$ cat config.mk
export PLATFORM = sky130hd
export DESIGN_NAME = agu_top
export DESIGN_NICKNAME = d
export VERILOG_FILES = /design/src/rtl/agu_pkg.sv /design/src/rtl/agu_ea_calc.sv /design/src/rtl/agu_pc_next.sv /design/src/rtl/agu_penalty_eval.sv /design/src/rtl/agu_top.sv
export SDC_FILE = /design/constraint.sdc
export NUM_CORES = 1
export LEC_CHECK = 0
export ABC_CLOCK_PERIOD_IN_PS = 8300
export BUFFER_PORTS_ARGS = -buffer_cell sky130_fd_sc_hd__buf_2
export CELL_PAD_IN_SITES_DETAIL_PLACEMENT = 1
export CELL_PAD_IN_SITES_GLOBAL_PLACEMENT = 1
export CORE_UTILIZATION = 34
export DETAILED_ROUTE_END_ITERATION = 8
export HOLD_SLACK_MARGIN = 0.05
export PLACE_DENSITY_LB_ADDON = 0.1
export SLEW_MARGIN = 25
export SYNTH_ARGS = -nofsm -noshare
export SYNTH_HDL_FRONTEND = slang
export SYNTH_SLANG_ARGS = --single-unit
export TNS_END_PERCENT = 5
$ cat constraint.sdc
create_clock -name clk -period 8.3 [get_ports clk]
set_clock_uncertainty 0.05 [all_clocks]
set_input_delay 2.49 -clock clk [delete_from_list [all_inputs] [get_ports clk]]
set_output_delay 2.49 -clock clk [all_outputs]
set_load 0.02 [all_outputs]
$ cat src/rtl/agu_pkg.sv
package agu_pkg;
  localparam int BANK_W = 8;
  localparam int OFS_W  = 16;
  localparam int ADDR_W = BANK_W + OFS_W;

  typedef enum logic [2:0] {
    AM_ABS    = 3'd0,
    AM_ABS_X  = 3'd1,
    AM_LONG   = 3'd2,
    AM_LONG_X = 3'd3,
    AM_DP     = 3'd4,
    AM_DP_X   = 3'd5,
    AM_REL    = 3'd6,
    AM_NONE   = 3'd7
  } amode_e;

  // index as seen by the adder: high byte forced to zero in 8-bit mode
  function automatic logic [OFS_W-1:0] index_view(input logic [OFS_W-1:0] raw, input logic is8);
    return is8 ? {{(OFS_W-8){1'b0}}, raw[7:0]} : raw;
  endfunction

  // carry out of the low byte of base + index
  function automatic logic low_byte_carry(input logic [7:0] base_lo, input logic [7:0] idx_lo);
    logic [8:0] s;
    s = {1'b0, base_lo} + {1'b0, idx_lo};
    return s[8];
  endfunction

  // add within a bank: low 16 bits wrap, bank kept
  function automatic logic [ADDR_W-1:0] bank_local_add(input logic [ADDR_W-1:0] a, input logic [OFS_W-1:0] d);
    logic [OFS_W-1:0] lo;
    lo = a[OFS_W-1:0] + d;
    return {a[ADDR_W-1:OFS_W], lo};
  endfunction
endpackage

$ cat src/rtl/agu_ea_calc.sv
module agu_ea_calc
  import agu_pkg::*;
(
  input  amode_e              mode,
  input  logic [OFS_W-1:0]    dp_base,
  input  logic [BANK_W-1:0]   data_bank,
  input  logic [OFS_W-1:0]    idx,
  input  logic [ADDR_W-1:0]   operand,
  output logic [ADDR_W-1:0]   ea,
  output logic                abs_page_cross,
  output logic                dp_unaligned
);
  logic [ADDR_W-1:0] idx_wide;
  logic [ADDR_W-1:0] op16_wide;
  logic [OFS_W-1:0]  op8_wide;
  logic [OFS_W-1:0]  dp_sum;
  logic [OFS_W-1:0]  dp_x_sum;
  logic [ADDR_W-1:0] abs_x_sum;
  logic [ADDR_W-1:0] long_x_sum;

  assign idx_wide   = {{BANK_W{1'b0}}, idx};
  assign op16_wide  = {data_bank, operand[OFS_W-1:0]};
  assign op8_wide   = {{(OFS_W-8){1'b0}}, operand[7:0]};
  assign dp_sum     = dp_base + op8_wide;
  assign dp_x_sum   = dp_sum + idx;
  assign abs_x_sum  = op16_wide + idx_wide;
  assign long_x_sum = operand + idx_wide;

  assign abs_page_cross = low_byte_carry(operand[7:0], idx[7:0]);
  assign dp_unaligned   = |dp_base[7:0];

  always_comb begin
    case (mode)
      AM_ABS:    ea = op16_wide;
      AM_ABS_X:  ea = abs_x_sum;
      AM_LONG:   ea = operand;
      AM_LONG_X: ea = long_x_sum;
      AM_DP:     ea = {{BANK_W{1'b0}}, dp_sum};
      AM_DP_X:   ea = {{BANK_W{1'b0}}, dp_x_sum};
      default:   ea = '0;
    endcase
  end
endmodule

$ cat src/rtl/agu_pc_next.sv
module agu_pc_next
  import agu_pkg::*;
(
  input  amode_e             mode,
  input  logic [ADDR_W-1:0]  pc,
  input  logic [1:0]         instr_len,
  input  logic               taken,
  input  logic [7:0]         rel_off,
  output logic [ADDR_W-1:0]  npc,
  output logic               br_page_cross
);
  logic [ADDR_W-1:0] seq_pc;
  logic [ADDR_W-1:0] tgt_pc;
  logic              do_branch;

  assign seq_pc    = bank_local_add(pc, {{(OFS_W-2){1'b0}}, instr_len});
  assign tgt_pc    = bank_local_add(seq_pc, {{(OFS_W-8){rel_off[7]}}, rel_off});
  assign do_branch = (mode == AM_REL) && taken;
  assign npc       = do_branch ? tgt_pc : seq_pc;
  assign br_page_cross = do_branch && (seq_pc[OFS_W-1:8] != tgt_pc[OFS_W-1:8]);
endmodule

$ cat src/rtl/agu_penalty_eval.sv
module agu_penalty_eval
  import agu_pkg::*;
(
  input  amode_e mode,
  input  logic   dp_unaligned,
  input  logic   abs_page_cross,
  input  logic   is_write,
  input  logic   index_is8,
  input  logic   emu_mode,
  input  logic   br_page_cross,
  output logic   pen_dp,
  output logic   pen_index,
  output logic   pen_branch,
  output logic   extra
);
  logic is_dp_mode;
  assign is_dp_mode = (mode == AM_DP) || (mode == AM_DP_X);
  assign pen_dp     = is_dp_mode && dp_unaligned;
  assign pen_index  = (mode == AM_ABS_X) && (is_write || !index_is8 || abs_page_cross);
  assign pen_branch = (mode == AM_REL) && emu_mode && br_page_cross;
  // at most one inserted cycle, whatever the number of causes
  assign extra      = pen_dp | pen_index | pen_branch;
endmodule

$ cat src/rtl/agu_top.sv
module agu_top
  import agu_pkg::*;
#(
  parameter int CNT_W  = 32,
  parameter int BASE_W = 4
) (
  input  logic              clk,
  input  logic              rst,
  input  logic [2:0]        mode,
  input  logic [15:0]       dp_base,
  input  logic [7:0]        data_bank,
  input  logic [15:0]       index_val,
  input  logic              index_is8,
  input  logic              emu_mode,
  input  logic              is_write,
  input  logic              br_taken,
  input  logic [23:0]       operand,
  input  logic [23:0]       pc,
  input  logic [1:0]        instr_len,
  input  logic [BASE_W-1:0] base_cycles,
  input  logic              instr_done,
  output logic [23:0]       eff_addr,
  output logic [23:0]       next_pc,
  output logic              extra_cycle,
  output logic [CNT_W-1:0]  cycle_total
);
  amode_e            am;
  logic [OFS_W-1:0]  idx_eff;
  logic [ADDR_W-1:0] ea_data;
  logic              abs_page_cross;
  logic              dp_unaligned;
  logic              br_page_cross;
  logic              pen_dp, pen_index, pen_branch;

  assign am      = amode_e'(mode);
  assign idx_eff = index_view(index_val, index_is8);

  agu_ea_calc u_ea (
    .mode(am), .dp_base(dp_base), .data_bank(data_bank), .idx(idx_eff),
    .operand(operand), .ea(ea_data), .abs_page_cross(abs_page_cross),
    .dp_unaligned(dp_unaligned)
  );

  agu_pc_next u_pc (
    .mode(am), .pc(pc), .instr_len(instr_len), .taken(br_taken),
    .rel_off(operand[7:0]), .npc(next_pc), .br_page_cross(br_page_cross)
  );

  agu_penalty_eval u_pen (
    .mode(am), .dp_unaligned(dp_unaligned), .abs_page_cross(abs_page_cross),
    .is_write(is_write), .index_is8(index_is8), .emu_mode(emu_mode),
    .br_page_cross(br_page_cross), .pen_dp(pen_dp), .pen_index(pen_index),
    .pen_branch(pen_branch), .extra(extra_cycle)
  );

  assign eff_addr = (am == AM_REL) ? next_pc : ea_data;

  always_ff @(posedge clk) begin
    if (rst)             cycle_total <= '0;
    else if (instr_done) cycle_total <= cycle_total + CNT_W'(base_cycles) + CNT_W'(extra_cycle);
  end

  assert_dp_aligned_free_R1: assert property (@(posedge clk) disable iff (rst)
    ((am == AM_DP || am == AM_DP_X) && dp_base[7:0] == 8'h00) |-> !extra_cycle);
  assert_dp_bank_zero_R1: assert property (@(posedge clk) disable iff (rst)
    (am == AM_DP || am == AM_DP_X) |-> (eff_addr[23:16] == 8'h00));
  assert_write_index_pen_R2: assert property (@(posedge clk) disable iff (rst)
    (am == AM_ABS_X && is_write) |-> extra_cycle);
  assert_wide_index_pen_R3: assert property (@(posedge clk) disable iff (rst)
    (am == AM_ABS_X && !index_is8) |-> extra_cycle);
  assert_long_no_pen_R5: assert property (@(posedge clk) disable iff (rst)
    (am == AM_LONG_X) |-> !extra_cycle);
  assert_native_branch_free_R7: assert property (@(posedge clk) disable iff (rst)
    (am == AM_REL && !emu_mode) |-> !extra_cycle);
  assert_pc_bank_kept_R8: assert property (@(posedge clk) disable iff (rst)
    next_pc[23:16] == pc[23:16]);
  assert_plain_abs_free_R9: assert property (@(posedge clk) disable iff (rst)
    (am == AM_ABS || am == AM_LONG || am == AM_NONE) |-> !extra_cycle);
  assert_count_step_R11: assert property (@(posedge clk) disable iff (rst)
    instr_done |=> cycle_total == $past(cycle_total) + CNT_W'($past(base_cycles)) + CNT_W'($past(extra_cycle)));
  assert_count_hold_R11: assert property (@(posedge clk) disable iff (rst)
    !instr_done |=> $stable(cycle_total));
endmodule

# Word-level counts from Yosys, hierarchy flattened
# Index checks and enable logic that the tools add are counted.
[classes]
n_mux = 4
eq_ne = 7
n_reduce_logical = 12
n_bitwise = 2
n_addsub = 9
[ops]
columns = ["operator", "n"]
rows = [
  ["24-bit case mux with 6 select lines", 1],
  ["24-bit by 16-bit adder with 24-bit output", 2],
  ["16-bit adder", 2],
  ["32-bit by 1-bit adder with 32-bit output", 1],
  ["32-bit by 4-bit adder with 32-bit output", 1],
  ["16-bit two-way mux", 2],
  ["24-bit two-way mux", 1],
  ["16-bit by 2-bit adder with 16-bit output", 1],
  ["16-bit by 8-bit adder with 16-bit output", 1],
  ["8-bit by 8-bit adder with 9-bit output", 1],
  ["3-bit == test (second input constant)", 3],
  ["8-bit inequality test", 1],
  ["8-bit OR reduction", 1],
  ["3-bit by 2-bit == test with 1-bit output (second input constant)", 2],
  ["1-bit logical AND", 6],
  ["3-bit by 1-bit == test with 1-bit output (second input constant)", 1],
  ["3-bit zero test", 1],
  ["1-bit logical OR", 3],
  ["1-bit bitwise OR", 2],
  ["1-bit zero test", 1],
]
[totals]
in_bits = 104
out_inout_bits = 81
reg_bits = 32
elab_cells = 35

# Longest topological paths before layout
# Gate-level depths: netlist of the first run.
[logic_depth]
word_depth = 7
ltp_mapped = 24
ltp_nobuf = 24

# Cells and area by module
# Synthesis of the first run repeated with hierarchy kept, for this count alone.
[unflattened]
hier_cells = 796
area_unflattened_um2 = 6309.8
[by_module_without_submodules]
columns = ["mod", "seq_area_each_um2", "cells_per_inst", "area_each_um2", "n_inst"]
rows = [
  ["agu_ea_calc", 0.0, 372, 2730.1, 1],
  ["agu_top", 640.6, 234, 2142.1, 1],
  ["agu_pc_next", 0.0, 183, 1386.3, 1],
  ["agu_penalty_eval", 0.0, 7, 51.3, 1],
]

# Least setup slack after synthesis of the first run
# No wires, ideal clock.
[synth_timing]
kind = "input to output"
startpoint = "input port dp_base[0]"
endpoint = "output port eff_addr[15]"
arrival_time_ns = 6.147
path_stages = 15
path_slack_ns = -0.387
cell_sequence = "ha_1 > fa_1 > a21o_1 > a21oi_1 > o21ai_0 > a31oi_1 > xnor2_1 > ha_1 > and2_1 > and3_4 > a2111o_1 > a311oi_1 > a311oi_2 > xnor2_1 > o221ai_1"
[synth_via]
elab_chain_cells = 4
[synth_rtl]
columns = ["item", "line", "text"]
rows = [
  ["from (decl)", "agu_top.sv:10", "input logic [15:0] dp_base,"],
  ["16-bit by 8-bit adder with 16-bit output (*)", "agu_ea_calc.sv:24", "assign dp_sum = dp_base + op8_wide;"],
  ["16-bit adder", "agu_ea_calc.sv:25", "assign dp_x_sum = dp_sum + idx;"],
  ["24-bit case mux with 6 select lines (*)", "agu_ea_calc.sv:33", "case (mode)"],
  ["24-bit two-way mux (*)", "agu_top.sv:56", "assign eff_addr = (am == AM_REL) ? next_pc : ea_data;"],
  ["to (decl)", "agu_top.sv:22", "output logic [23:0] eff_addr,"],
]
# Every way passes the cells marked *; elsewhere a longest branch is shown, timed or not.

# Worst setup path after layout of the first run
# Same ends and word-level chain as after synthesis.

==> impl_metrics.yaml, run 1 <==
sta:
  report.final.slew_viol_count: 0
  fin_ws_ns: -0.120
  max_freq_mhz: 119
  fin_crit_sh_pct: 101
  rsz0062_at_grt: "true"
  worst_pin_slew_ns: 0.681
  finalSetupViolations: 3
  tns_ns: -0.282
  hold_violations: 0
  period_minus_slack_ns: 8.42
  slew-limit-headroom_pct: 54.4
floorplan:
  dieHeight_um: 136
  initial_core_util_pct: 35.1
  die_w_um: 136
  rows: 48
  ios: 185
  coreArea_um2: 17400
  die-area_um2: 18500
critical_path:
  required_ns: 5.76
  start_kind: "primary input"
  r2r-end: "cycle_total[31]"
  reg2reg_from: "cycle_total[1]"
  critPathCaptureType: "primary output"
  r2r_slack_ns: 5.86
  reg2reg_depth: 9
  arrival_ns: 5.88
  crit_path_max_fanout: 2
  critPathKind: "primary input to primary output"
finish:
  max_flop_register: "cycle_total"
  fill_cells: 2284
  layout-drive-gt1-share_pct: 31.9
  reg.largest.list: "cycle_total x32"
  n_antenna_cell: 0
  largest_reg_flops: 32
  nets: 1251
  syn_to_final_growth_pct: 34.5
synth:
  synth_cell_types: 80
  synthArstFlopShare_pct: 0
  syn_avg_cell_area_um2: 7.37
  syn_area_um2: 6110
  synth_flop_cell: "dfxtp_1"
  synthesis.nets: 999
  yosys_warnings: 0
  synth-seq-area-share_pct: 10.5
  synthCells: 829
  synth_seq_cells: 32
  synth-edff-count: 0
placement:
  hpwl_um: 19000
  place_ws_ns: -0.311
  globalplace.congestion: 0.877
  io_buffers: 184
cts:
  cts-buffers-inserted: 5
  clk_pin_slew_ns: 0.05
  clock-sinks: 32
  clk_latency_ns: 0.27
  clockBufferDepth: 2
  htreeDepth: 2
  cts_tree: "done"
  cts_root_buf: "clkbuf_16"
  cts_hold_buf: 0
drt:
  wire_per_inst_um: 17.5
  vias_per_cell: 5.44
  ant_nets: 0
  drc: 0
  dr.first_iter.drc_count: 257
  routed_wl_um: 22900
  drt_first_pass_iters: 4
  vias: 7111
status:
  violations: "negative setup slack"
  outcome: "complete, but fails checks"
global_routing:
  antenna_found_initial: 0
  grt_pass1_wl_um: 36100
  grt_usage_pct: 24.5
  grt_start_max_net_pins: 34
  overflow: 0
  first_global_vias: 7119
hold_path:
  hold_end: "cycle_total[16]"
  whs_path_depth: 2
  hold_class: "flip-flop to flip-flop"
  hp-start: "cycle_total[16]"
power:
  p_leak_nw: 3.94
  p_per_area_nw_per_um2: 125
  vdd_drop_max_uv: 85.7
flow_run:
  cap_violations: 0
==> layer usage <==
layer	global-route usage [%]	wire length (µm)	up-vias
li1	-	-	3531
met1	32.9	10700	3356
met2	41.7	10600	198
met3	3.28	1300	26
met4	4.32	287	0
met5	0	0	-
==> layout by cell type, fill, tap and decap left out, drive strengths merged, types with 5 or more instances in the layout <==
cell     Yosys  final
a2111oi      6      6
a21oi       64     64
ha          60     60
nor3        26     26
and2         6      6
a31oi       14     14
o21ai       29     29
nand3       29     29
o31ai        6      6
nand2       65     65
xnor2       49     49
o22ai       11     11
inv         33     33
clkbuf      20      7
buf         15    280
fa           6      6
dfxtp       32     32
xor2        44     44
o21bai       9      9
o21a         9      9
nor2        90     90
nand4       10     10
or3         12     12
a21o        21     21
a211oi      14     14
mux2i       24     24
nor2b       22     22
a31o         8      8
and4         5      5
o211ai      10     10
and3        22     22
==> critical path: stages <==
cell and delay (ns):
buf_6 0.10, ha_4 0.15, fa_2 0.33, a21o_1 0.18, a21oi_2 0.16, buf_4 0.13, o21bai_1 0.06, a21oi_1 0.16
xnor2_1 0.17, ha_1 0.28, o21a_1 0.14, and3_4 0.20, a2111o_1 0.42, a311oi_2 0.30, a311oi_2 0.07, xnor2_1 0.25
o221ai_2 0.12, buf_4 0.17
==> where the power goes <==
group          internal (mW)  switching [mW]  total, mW
clock network          0.158          0.0639      0.222
logic                  0.291           0.350      0.641
registers              0.158         0.00355      0.161
total                  0.606           0.418       1.02
==> stage by stage <==
step           hold slack, ns  utilization [%]  std cells  power, mW  area [µm²]
2_1_floorplan           0.520                -        829      0.552        6130
3_3_place_gp            0.441             45.1       1296      0.766        7860
3_5_place_dp            0.458             45.1       1296      0.776        7860
4_1_cts                 0.465             46.8       1307       1.02        8150
5_1_grt                 0.503             47.2       1307       1.10        8210
6_report                0.458             47.2       1307       1.02        8210
==> cell families after synthesis <==
kind of cell	count (synthesis)	share of synthesized area, %
xor gates and xnor gates	96	14.8
muxes	27	4.49
adders and majority gates	66	14.3
AOI/OAI and AO/OA	229	25.7
and+or+nand+nor	311	25.4
buffers and inverters	68	4.86
DFF	32	10.5
==> final cells by class <==
| cell class | count | area (µm²) | area share, % |
|---|---|---|---|
| Timing Repair Buffer | 280 | 1660 | 20.2 |
| Tap cell | 225 | 282 | 3.43 |
| Multi-Input combinational cell | 729 | 5320 | 64.8 |
| Clock inverter | 1 | 30.0 | 0.366 |
| Sequential cell | 32 | 641 | 7.80 |
| Inverter | 33 | 124 | 1.51 |
| Clock buffer | 7 | 153 | 1.86 |
==> worst max path at each step <==
stage | startpoint | cells past startpoint | to | slack [ns]
2_1_floorplan | pc[0] | 14 | eff_addr[11] | 0.02
3_3_place_gp | pc[0] | 17 | extra_cycle | -0.35
4_1_cts | dp_base[0] | 18 | eff_addr[15] | -0.11
5_1_grt | pc[0] | 18 | next_pc[15] | -0.27
6_report | dp_base[0] | 18 | eff_addr[15] | -0.12
3_5_place_dp | dp_base[0] | 18 | eff_addr[15] | -0.31
==> cell usage after synthesis, drive strengths merged (6+ instances only) <==
cell	number	area [µm²]
nor3	26	140
xnor2	49	448
o22ai	11	68.8
xor2	44	385
o21a	9	67.6
or3	12	76.3
o31ai	6	58.8
o21bai	9	67.6
nand4	10	62.6
and2	6	38.8
fa	6	120
a211oi	14	105
and3	22	144
buf	15	97.6
mux2i	24	240
a31o	8	70.1
nand2	65	246
o211ai	10	75.1
clkbuf	20	75.1
a31oi	14	87.6
inv	33	124
nand3	29	150
ha	60	751
nor2b	22	138
a21o	21	159
nor2	90	338
a2111oi	6	77.6
a21oi	64	320
dfxtp	32	641
o21ai	29	149
==> what timing repair did <==
action,4_1_cts,5_1_grt
gates resized for setup,23,16
gates cloned,0,0
setup endpoints to repair,11,11
pin swaps,19,6
setup buffers,3,0
(Power assumes the default switching activity.)
==> run 2: changes to the inputs <==
--- a/config.mk
+++ b/config.mk
@@ -5,14 +5,16 @@
 export SDC_FILE = /design/constraint.sdc
 export NUM_CORES = 1
 export LEC_CHECK = 0
+export ABC_AREA = 1
 export ABC_CLOCK_PERIOD_IN_PS = 8300
 export BUFFER_PORTS_ARGS = -buffer_cell sky130_fd_sc_hd__buf_2
 export CELL_PAD_IN_SITES_DETAIL_PLACEMENT = 1
 export CELL_PAD_IN_SITES_GLOBAL_PLACEMENT = 1
-export CORE_UTILIZATION = 34
+export CORE_UTILIZATION = 32
 export DETAILED_ROUTE_END_ITERATION = 8
 export HOLD_SLACK_MARGIN = 0.05
 export PLACE_DENSITY_LB_ADDON = 0.1
+export RECOVER_POWER = 100
 export SLEW_MARGIN = 25
 export SYNTH_ARGS = -nofsm -noshare
 export SYNTH_HDL_FRONTEND = slang
==> run 2 against run 1 <==
- the run now ends clean
- sequential share of layout area about the same
- wire length up 19%
- critical path depth up 5
- flip-flop and latch count unchanged
- synthesized cell count up 52%
- utilization down 6.9 points
- fmax up 3.8%
- global-route usage up 0.24 points
- first-iteration DRC count up 34%
- via count up 21%
- total power down 13%
==> impl_metrics.yaml, run 2 <==
status:
  outcome: "complete, no violations"
drt:
  routed_wl_um: 27200
  dr.first_iter.drc_count: 345
  drt_first_pass_iters: 4
  drc: 0
  ant_nets: 0
  wire_per_inst_um: 15.9
  vias_per_cell: 5.01
  vias: 8590
cts:
  cts_hold_buf: 0
  clock-sinks: 32
  clk_pin_slew_ns: 0.05
  clk_latency_ns: 0.27
  cts-buffers-inserted: 5
  cts_tree: "done"
  cts_setup_buffers: 0
  clockBufferDepth: 2
  cts_root_buf: "clkbuf_16"
  htreeDepth: 2
power:
  vdd_drop_max_uv: 74.5
  power.internal_uw: 461
  p_sw_share_pct: 48.1
  totalPowerFinal_uw: 887
  clkPwrFrac_pct: 21.1
  sequentialPowerShare_pct: 18.0
  p_sw_uw: 427
  share_comb_of_total_power_pct: 60.9
  p_leak_nw: 4.29
  p_per_area_nw_per_um2: 108
finish:
  layout_commonest_cell: "nand2_1"
  max_flop_register: "cycle_total"
  nets: 1615
  largest_reg_flops: 32
  layout-drive-gt1-share_pct: 13.2
  reg.largest.list: "cycle_total x32"
  final_cell_mix: "nand2_1, inv_1, nor2_1, buf_2, nand3_1"
  syn_to_final_growth_pct: 21.5
  fill_cells: 3025
  n_antenna_cell: 0
floorplan:
  die-area_um2: 21800
  die_w_um: 148
  rows: 52
  dieHeight_um: 148
  initial_core_util_pct: 33.1
  ios: 185
  coreArea_um2: 20500
synth:
  synthSimpleGateAreaFrac_pct: 44.3
  synthMuxAreaShare_pct: 0
  yosysTopAreaCell: "nand2_1"
  synth_cell_types: 50
  syn_avg_cell_area_um2: 5.39
  synth-edff-count: 0
  synth.most_common_cell: "nand2_1"
  synth-xor-area-share_pct: 3.74
  synth_compound_area_share_pct: 16.4
  synthCells: 1260
  synth_top_area_share_pct: 21.5
  synth_seq_cells: 32
  synthTopCellsByArea: "nand2_1, inv_1, ha_1"
  synth.top_cells.by_count: "nand2_1, inv_1, nor2_1"
  yosys_warnings: 0
  syn_area_um2: 6790
  synth_top_family_by_area: "simple AND/OR/NAND/NOR gates"
  yosys.area_share.adder_pct: 12.8
  synthesis.nets: 1430
  synthArstFlopShare_pct: 0
  synth_flop_cell: "dfxtp_1"
  synth-seq-area-share_pct: 9.44
critical_path:
  critPathKind: "primary input to primary output"
  required_ns: 5.76
  reg2reg_from: "cycle_total[1]"
  crit_chain: "buf_2 -> ha_1 -> nand2_1 -> inv_1 -> nand3_1 -> nand2_2 -> a21oi_1 -> or2_2 -> and2_1 -> ha_4 -> nand2_1 -> nor2_1 -> inv_1 -> nor3_1 -> nand2_1 -> o211ai_1 -> nand2_1 -> nand2_1 -> nor2_1 -> nor2_1 -> buf_4 -> nand2_1 -> buf_2"
  start_kind: "primary input"
  path_common_cell: "nand2_1"
  critPathMaxStageDelay_ns: 0.36
  arrival_ns: 5.57
  crit_path_max_fanout: 5
  reg2reg_depth: 11
  r2r-end: "cycle_total[29]"
  cp_top_family: "simple AND/OR/NAND/NOR gates"
  cp_slowest_cell: "ha_1"
  cp_num_buf_inv: 5
  r2r_slack_ns: 5.53
  critPathCaptureType: "primary output"
flow_run:
  cap_violations: 0
hold_path:
  hold_class: "flip-flop to flip-flop"
  hp-start: "cycle_total[31]"
  whs_path_depth: 2
  hold_end: "cycle_total[31]"
global_routing:
  grt_start_max_net_pins: 25
  antenna_found_initial: 1
  first_global_vias: 8563
  grt_usage_pct: 24.7
  overflow: 0
  grt_pass1_wl_um: 43400
sta:
  fin_crit_sh_pct: 97.7
  report.final.slew_viol_count: 0
  slew-limit-headroom_pct: 49.8
  hold_violations: 0
  period_minus_slack_ns: 8.11
  tns_ns: 0
  max_freq_mhz: 123
  worst_pin_slew_ns: 0.751
  finalSetupViolations: 0
placement:
  hpwl_um: 23400
  io_buffers: 184
  globalplace.congestion: 0.888
[run 2: cell types whose count changed after synthesis, moves of 36 or more]
cell,before,now
nand2_1,64,388
inv_1,33,201
nand3_1,28,108
o21ai_0,22,67
xnor2_1,48,8
nor2_1,90,126
[run 2: final cells by class]
class / instances / area [µm²] / share of cell area (%)
multi-input cells: 1000 / 5370 / 65.1
repair buffers: 202 / 977 / 11.9
clock inverters: 2 / 15.0 / 0.182
clock buffers: 6 / 139 / 1.68
inverters: 204 / 766 / 9.29
flip-flops and latches: 32 / 641 / 7.77
well taps: 270 / 338 / 4.10
[run 2: worst reg2reg max path, delay by kind of cell, from the launching register on]
kind	cells	cell delay, ns
and+or+nand+nor	8	1.67
DFF	1	0.32
AOI/OAI and AO/OA	2	0.32
adders and majority gates	1	0.30
[run 2: timing repair]
action                                  in CTS  in global routing
endpoints found under the setup margin       0                 10
resized for setup                            0                 33
hold endpoints to repair                     0                  0
[run 2: stage by stage]
| step | hold slack [ns] | std cells | setup slack [ns] | util (%) | instance area [µm²] |
|---|---|---|---|---|---|
| after floorplan | 0.497 | 1260 | 0.525 | - | 6790 |
| after global placement | 0.429 | 1708 | 0.0961 | 39.3 | 8050 |
| after detailed placement | 0.437 | 1708 | 0.0728 | 39.3 | 8050 |
| after CTS | 0.453 | 1716 | 0.0584 | 40.0 | 8200 |
| after global routing | 0.493 | 1716 | -0.0113 | 40.2 | 8240 |
| final | 0.452 | 1716 | 0.190 | 40.2 | 8240 |
[run 2: cell families after synthesis]
family          Yosys count
compound gates          199
xor+xnor                 29
fa+ha+maj                66
simple gates            706
buf+inv                 228
flops                    32
[run 2: routing by layer]
metal | up-vias | routed length, µm | track usage [%]
met1 | 3953 | 12800 | 32.0
li1 | 4460 | - | -
met2 | 143 | 12900 | 43.9
met3 | 32 | 941 | 2.47
met4 | 2 | 606 | 5.57
met5 | - | 13 | 0
[run 2: power by group through the flow]
stage / clock [mW] / sequential, mW / combinational (mW)
after floorplan: 0 / 0.166 / 0.353
after global placement: 0 / 0.163 / 0.526
after detailed placement: 0 / 0.163 / 0.533
after CTS: 0.188 / 0.160 / 0.536
after global routing: 0.197 / 0.160 / 0.607
final: 0.187 / 0.160 / 0.540
[run 2: how the worst max path moves through the flow]
stage                     cells past startpoint      endpoint  slack [ns]  startpoint
after detailed placement                     23   extra_cycle        0.07       pc[0]
after floorplan                              18  eff_addr[14]        0.52  dp_base[0]
final                                        23  eff_addr[12]        0.19  operand[6]
after global routing                         20  eff_addr[15]       -0.01  operand[0]
after CTS                                    25  eff_addr[12]        0.06  operand[0]
after global placement                       23  eff_addr[12]         0.1  operand[0]
